## config.mk

```make
export PLATFORM = sky130hd
export DESIGN_NAME = qsort4_pipe
export DESIGN_NICKNAME = d
export VERILOG_FILES = /design/src/rtl/qsort_pkg.sv /design/src/rtl/qsort_cas.sv /design/src/rtl/qsort_stage.sv /design/src/rtl/qsort4_pipe.sv
export SDC_FILE = /design/constraint.sdc
export NUM_CORES = 1
export LEC_CHECK = 0
export ABC_AREA = 1
export BUFFER_PORTS_ARGS = -buffer_cell sky130_fd_sc_hd__buf_2
export CELL_PAD_IN_SITES_DETAIL_PLACEMENT = 0
export CELL_PAD_IN_SITES_GLOBAL_PLACEMENT = 2
export CORE_ASPECT_RATIO = 0.8
export CORE_MARGIN = 2
export CORE_UTILIZATION = 31
export DETAILED_ROUTE_END_ITERATION = 16
export PLACE_DENSITY = 0.75
export REMOVE_ABC_BUFFERS = 1
export SYNTH_ARGS = -nofsm -noshare
export SYNTH_HDL_FRONTEND = slang
export SYNTH_SLANG_ARGS = --single-unit
```

## constraint.sdc

```tcl
create_clock -name clk -period 1.68 [get_ports clk]
set_clock_uncertainty 0.1 [all_clocks]
set_input_delay 0.168 -clock clk [delete_from_list [all_inputs] [get_ports clk]]
set_output_delay 0.168 -clock clk [all_outputs]
set_load 0.1 [all_outputs]
```

## src/rtl/qsort_pkg.sv

```systemverilog
package qsort_pkg;
   localparam int unsigned LANES      = 4;
   localparam int unsigned NET_STAGES = 3;

   // Lane that a given lane is compared with in a given network stage.
   // Returning the lane itself means it passes through untouched.
   function automatic int unsigned cas_partner(input int unsigned stage,
                                               input int unsigned lane);
      case (stage)
         0:       return lane ^ 1;
         1:       return lane ^ 2;
         default: return (lane == 1) ? 2 : ((lane == 2) ? 1 : lane);
      endcase
   endfunction
endpackage

```

## src/rtl/qsort_cas.sv

```systemverilog
module qsort_cas #(
   parameter int unsigned DATA_W = 8
) (
   input  logic [DATA_W-1:0] a,
   input  logic [DATA_W-1:0] b,
   output logic [DATA_W-1:0] lo,
   output logic [DATA_W-1:0] hi
);
   logic a_gt_b;

   assign a_gt_b = (a > b);
   assign lo     = a_gt_b ? b : a;
   assign hi     = a_gt_b ? a : b;
endmodule

```

## src/rtl/qsort_stage.sv

```systemverilog
module qsort_stage
   import qsort_pkg::*;
#(
   parameter int unsigned DATA_W = 8,
   parameter int unsigned STAGE  = 0
) (
   input  logic                         clk,
   input  logic                         rst,
   input  logic                         in_vld,
   input  logic [LANES-1:0][DATA_W-1:0] in_data,
   output logic                         out_vld,
   output logic [LANES-1:0][DATA_W-1:0] out_data
);
   logic [DATA_W-1:0] swapped [LANES];

   for (genvar ln = 0; ln < LANES; ln++) begin : g_lane
      localparam int unsigned PEER = cas_partner(STAGE, ln);
      if (PEER == ln) begin : g_pass
         assign swapped[ln] = in_data[ln];
      end else if (ln < PEER) begin : g_cas
         qsort_cas #(.DATA_W(DATA_W)) u_cas (
            .a  (in_data[ln]),
            .b  (in_data[PEER]),
            .lo (swapped[ln]),
            .hi (swapped[PEER])
         );
      end
   end

   always_ff @(posedge clk) begin
      if (rst) out_vld <= 1'b0;
      else     out_vld <= in_vld;
   end

   always_ff @(posedge clk) begin
      for (int i = 0; i < LANES; i++) out_data[i] <= swapped[i];
   end
endmodule

```

## src/rtl/qsort4_pipe.sv

```systemverilog
module qsort4_pipe
   import qsort_pkg::*;
#(
   parameter int unsigned DATA_W = 8
) (
   input  logic                         clk,
   input  logic                         rst,
   input  logic                         in_val,
   input  logic [LANES-1:0][DATA_W-1:0] in_data,
   output logic                         out_val,
   output logic [LANES-1:0][DATA_W-1:0] out_data
);
   if (DATA_W < 1) begin : g_bad_width
      $error("qsort4_pipe: DATA_W must be at least 1");
   end
   if (NET_STAGES != 3 || LANES != 4) begin : g_bad_net
      $error("qsort4_pipe: network is defined for four lanes in three stages");
   end

   logic                         vld_chain  [NET_STAGES+1];
   logic [LANES-1:0][DATA_W-1:0] data_chain [NET_STAGES+1];

   assign vld_chain[0]  = in_val;
   assign data_chain[0] = in_data;

   for (genvar s = 0; s < NET_STAGES; s++) begin : g_stage
      qsort_stage #(.DATA_W(DATA_W), .STAGE(s)) u_stage (
         .clk      (clk),
         .rst      (rst),
         .in_vld   (vld_chain[s]),
         .in_data  (data_chain[s]),
         .out_vld  (vld_chain[s+1]),
         .out_data (data_chain[s+1])
      );
   end

   assign out_val  = vld_chain[NET_STAGES];
   assign out_data = data_chain[NET_STAGES];
endmodule

```

After elaboration in Yosys (flattened, before gate mapping)

Index checks and enable logic that the tools add are counted.

Register bits after elaboration: 99
Latch bits: 0
RAM bits: 0
Bits in read-only memories: 0
Input bits: 35
Output and inout bits: 33
Word-level logic and storage cells: 30
Memories kept: 0

Add/subtract/negate cells: 0
Multiply operators: 0
Div/mod/pow operators: 0
Order comparisons: 5
Equal/unequal tests: 0
Shifts and indexed selects: 0
Mux-type cells: 10
Bitwise logic cells: 0
Reductions and logical operators: 0

Operators by type and width:

| kind                          | number |
|---|---|
| two-way mux 8 bit             | 10 |
| greater-than comparator 8 bit | 5 |

Logic depth before layout (Yosys ltp)

Depth in word-level cells: 2
Depth in mapped cells: 13
Mapped depth without buffers: 12

Hierarchy

A second synthesis with hierarchy kept.

Cell total of the unflattened synthesis: 540
Area, all modules: 4720.8 um^2

By module, submodules not included:

| module      | times used | cells each | area an instance (um^2) | seq. area each (um^2) |
|---|---|---|---|---|
| qsort_cas   | 5          | 87         | 541.8                   | 0.0 |
| qsort_stage | 3          | 35         | 670.6                   | 660.6 |

Worst setup path before layout

No wires, ideal clock.

Kind: register -> register
Start point: register g_stage[0].u_stage.out_data[25] (netlist bit)
End point: register g_stage[1].u_stage.out_data[12] (netlist bit)
Library setup time: 111 ps
Arrival: 1358 ps
Required time: 1469 ps
Path slack: 111 ps
Stages on the path, launching flop included: 13
Buffers on the path: 1
Period minus slack after synthesis: 1569 ps
Cells stage by stage: dfxtp_1 > inv_1 > ha_1 > nand2_1 > nand2_1 > nand2_1 > nand2_1 > nand2_2 > nand2_4 > nand2_4 > buf_12 > nand2_2 > nand2_2

Cells in the longest elaborated chain, start to end: 2

RTL lines:

| element                                                  | RTL line          | text |
|---|---|---|
| from (decl)                                              | qsort_stage.sv:12 | `output logic [LANES-1:0][DATA_W-1:0] out_data` |
| greater-than comparator 8 bit                            | qsort_cas.sv:11   | `assign a_gt_b = (a > b);` |
| two-way mux 8 bit                                        | qsort_cas.sv:12   | `assign lo = a_gt_b ? b : a;` |
| named net g_stage[1].u_stage.g_lane[1].g_cas.u_cas.lo[4] | qsort_cas.sv:6    | `output logic [DATA_W-1:0] lo,` |
| to (decl)                                                | qsort_stage.sv:12 |  |

The timed path passes the listed nets, and every way through them passes these cells.
A chain may end at the register's enable or synchronous reset.

Final worst setup path

Start point: register g_stage[0].u_stage.out_data[29] (netlist bit)
End point: register g_stage[1].u_stage.out_data[10] (netlist bit)

Same word-level chain as after synthesis.

==> metrics.txt <==
# TYPE chip_impl_metric gauge
chip_impl_info{name="status",value="completed"} 1
chip_impl_metric{name="core_area",unit="sq um"} 15600
chip_impl_metric{name="synth.ff_latch_count",unit=""} 99
chip_impl_metric{name="globalRouteTotalUtil",unit="%"} 12.8
chip_impl_metric{name="final_critical_path_setup_slack",unit="ns"} 0.0501
chip_impl_metric{name="tns",unit="ns"} 0
chip_impl_metric{name="period_minus_slack",unit="ns"} 1.63
chip_impl_metric{name="syn-instance-count",unit=""} 572
chip_impl_info{name="tritoncts",value="done"} 1
chip_impl_metric{name="cap_viol_max_count",unit=""} 0
chip_impl_metric{name="utilization",unit="%"} 43.6
chip_impl_metric{name="ant_nets",unit=""} 0
chip_impl_metric{name="cts_max_level",unit=""} 3
chip_impl_metric{name="worst_ir_drop_vdd",unit="mV"} 0.741
chip_impl_metric{name="timing.critical_path.arrival",unit="ns"} 1.81
chip_impl_metric{name="finalWeightedCongestion",unit=""} 0.765
chip_impl_metric{name="antenna_found_initial",unit=""} 0
chip_impl_metric{name="critical_path_required",unit="ns"} 1.86
chip_impl_metric{name="setup_viol",unit=""} 0
chip_impl_metric{name="synth_enable_flop_cells",unit=""} 0
chip_impl_metric{name="worst_slew_margin_rel",unit="%"} 67.5
chip_impl_metric{name="cts_max_path_buffers",unit=""} 2
chip_impl_metric{name="vias_per_cell",unit=""} 4.24
chip_impl_metric{name="placedInstanceArea",unit="sq um"} 5420
chip_impl_metric{name="dpl.hpwl",unit="mm"} 7.77
chip_impl_metric{name="report.final.slew_viol_count",unit=""} 0
chip_impl_info{name="synth.area.top_cells",value="dfxtp_1, nand2_2, ha_1, nand2_1, nand3_1"} 1
chip_impl_metric{name="nNetsFinal",unit=""} 772
chip_impl_metric{name="leakage",unit="nW"} 3.41
chip_impl_metric{name="period_share",unit="%"} 97.0
chip_impl_metric{name="multi_input_area",unit="sq um"} 2660
chip_impl_metric{name="placed_cells_incl_taps",unit=""} 844
chip_impl_info{name="cp_endpoint_kind",value="flop"} 1
chip_impl_metric{name="initialDrtViolationCount",unit=""} 123
chip_impl_metric{name="via_count",unit=""} 3887
chip_impl_metric{name="synth.yosys.seq_area_share",unit="%"} 40.4
chip_impl_info{name="start_kind",value="flop"} 1
chip_impl_metric{name="synth.lib_cells_used.distinct",unit=""} 17
chip_impl_metric{name="number_of_iterations_in_the_first_detailed_routing_pass",unit=""} 4
chip_impl_metric{name="report.final.hold_viol_count",unit=""} 0
chip_impl_metric{name="number_of_remaining_drc_errors",unit=""} 0
chip_impl_metric{name="maximum_number_of_pins_on_one_net_before_global_route_repair",unit=""} 17
chip_impl_metric{name="final.fill_count",unit=""} 1521
chip_impl_metric{name="chipHeight",unit="um"} 116
chip_impl_metric{name="max_clock_freq",unit="GHz"} 0.614
chip_impl_metric{name="power_density",unit="nW/um^2"} 1750
chip_impl_metric{name="fin_worst_hold_slack",unit="ns"} 0.00526
chip_impl_metric{name="design_power_total",unit="mW"} 12.0
chip_impl_metric{name="die-area",unit="sq um"} 16800
chip_impl_metric{name="ys_warn_count",unit=""} 0
chip_impl_info{name="top_count_cell_post_synth",value="nand2_1"} 1
chip_impl_metric{name="postRouteWirelength",unit="mm"} 10.9
chip_impl_info{name="leading_area_contributor_after_synthesis",value="dfxtp_1"} 1
chip_impl_info{name="cts_root_buffer",value="clkbuf_16"} 1
chip_impl_metric{name="cts_made_buffers",unit=""} 9
chip_impl_metric{name="grt_first_pass_wirelength",unit="mm"} 16.8
chip_impl_metric{name="grt_remaining_overflow",unit=""} 0
chip_impl_metric{name="clk_transition_reported_paths",unit="ns"} 0.06
chip_impl_metric{name="initial_core_util",unit="%"} 31.3
chip_impl_metric{name="final_layout_size_suffix_gt1_share",unit="%"} 46.4
chip_impl_metric{name="floorplan.rows",unit=""} 41
chip_impl_metric{name="synthArstFlopShare",unit="%"} 0
chip_impl_metric{name="dpl_worst_slack",unit="ns"} -0.0111
chip_impl_info{name="netlist_top_cells_count",value="nand2_1, dfxtp_1, nand2_2"} 1
chip_impl_metric{name="timing.critical_path.fanout_max",unit=""} 8
chip_impl_metric{name="insertion_delay",unit="ns"} 0.34
chip_impl_metric{name="fp.dieW",unit="um"} 145
chip_impl_metric{name="layoutNonFillerInstCount",unit=""} 917
chip_impl_info{name="main_synth_ff_type",value="dfxtp_1"} 1
chip_impl_metric{name="port-buffer-count",unit=""} 67
chip_impl_metric{name="vias_in_the_first_global_route",unit=""} 3646
chip_impl_metric{name="average_detailed_routed_wire_length_per_instance",unit="um"} 11.9
chip_impl_metric{name="area_added_between_synthesis_and_finish",unit="%"} 39.1
chip_impl_metric{name="post_synth.cell_area_avg",unit="sq um"} 8.57
chip_impl_metric{name="synth_area",unit="sq um"} 4900
chip_impl_metric{name="ios",unit=""} 68
chip_impl_metric{name="synth_top_area_share",unit="%"} 40.4
chip_impl_metric{name="sinks_on_the_clock_net",unit=""} 99
chip_impl_metric{name="design_area",unit="sq um"} 6820
chip_impl_info{name="worst-setup-path-type",value="flop to flop"} 1
chip_impl_metric{name="area.sequential",unit="sq um"} 2030
chip_impl_info{name="hold_path_class",value="input pin to flop"} 1
chip_impl_metric{name="worst_pin_slew",unit="ns"} 0.490
chip_impl_metric{name="n_antenna_cell",unit=""} 0
[registers in the layout, summed over array words and instances, names as in the netlist]
signal and cells:
g_stage.u_stage.out_data 96, g_stage.u_stage.out_vld 3
[layout make-up]
type / instances / share of cell area, %
sequential: 99 / 29.7
timing repair buffer: 157 / 19.5
tap: 215 / 3.94
inverter: 58 / 3.19
multi-input combinational: 372 / 39.0
clock inverter: 6 / 1.32
clock buffer: 10 / 3.36
[metal layers]
layer	share of wire, %	global-route usage, %	vias up
met5	0	0	-
met3	3.7	2.95	8
li1	-	-	2030
met2	46	21.1	66
met1	49	17.0	1783
met4	0.97	3.30	0
[worst paths after layout]
path                                         from                         endpoint  slack [ns]  cells after the start
setup / recovery  g_stage[0].u_stage.out_data[29]  g_stage[1].u_stage.out_data[10]        0.05                      9
hold / removal                        in_data[23]  g_stage[0].u_stage.out_data[31]       0.005                      3
setup reg to reg  g_stage[0].u_stage.out_data[29]  g_stage[1].u_stage.out_data[10]        0.05                      9
hold reg to reg   g_stage[1].u_stage.out_data[31]  g_stage[2].u_stage.out_data[31]        0.22                      0
[cell families after synthesis]
kind of cell	count (synthesis)	synth area share [%]
adders and majority gates	40	10.2
and+or+nand+nor	313	34.9
buffers and inverters	105	12.7
AOI/OAI and AO/OA	15	1.79
DFF	99	40.4
[cells in the final DEF, fill, tap and decap left out, types with 3 or more instances in the layout]
master	count
nor2_1	7
ha_4	7
buf_2	63
nand3_2	11
nand4_4	5
nand2_8	12
dlygate4sd3_1	32
dfxtp_1	68
buf_4	34
inv_2	6
nand3_1	69
nand2_4	3
nor2_4	7
buf_8	3
dlymetal6s4s_1	5
buf_12	6
buf_6	10
a21o_1	5
ha_1	32
nand2_1	99
a21oi_2	4
clkbuf_16	13
dfxtp_2	29
a21oi_1	6
inv_1	52
nor2_2	4
nand2_2	100
[repair_timing]
item | in CTS | in global routing
gates resized for setup | 4 | 104
buffers inserted | 0 | 14
endpoints found under the hold margin | 31 | 1
cloned | 0 | 10
pin swaps | 0 | 36
endpoints found under the setup margin | 23 | 80
hold buffers | 36 | 1
[worst max-delay path: stages, from the launching register on]
cell and delay [ns]:
dfxtp_2 0.34, inv_1 0.07, ha_4 0.28, nand2_2 0.06
nor2_4 0.14, nand4_4 0.18, buf_12 0.19, nand2_8 0.09
nand2_2 0.06, nand2_2 0.07
[report_power, final]
part	internal [mW]	switching [mW]	leakage [nW]	total, mW
Clock	1.31	0.842	0.153	2.15
Sequential	3.13	0.360	0.836	3.49
Combinational	1.88	4.44	2.43	6.32
Total	6.31	5.64	3.41	12.0
No activity file was read; power rests on OpenSTA's default activity.
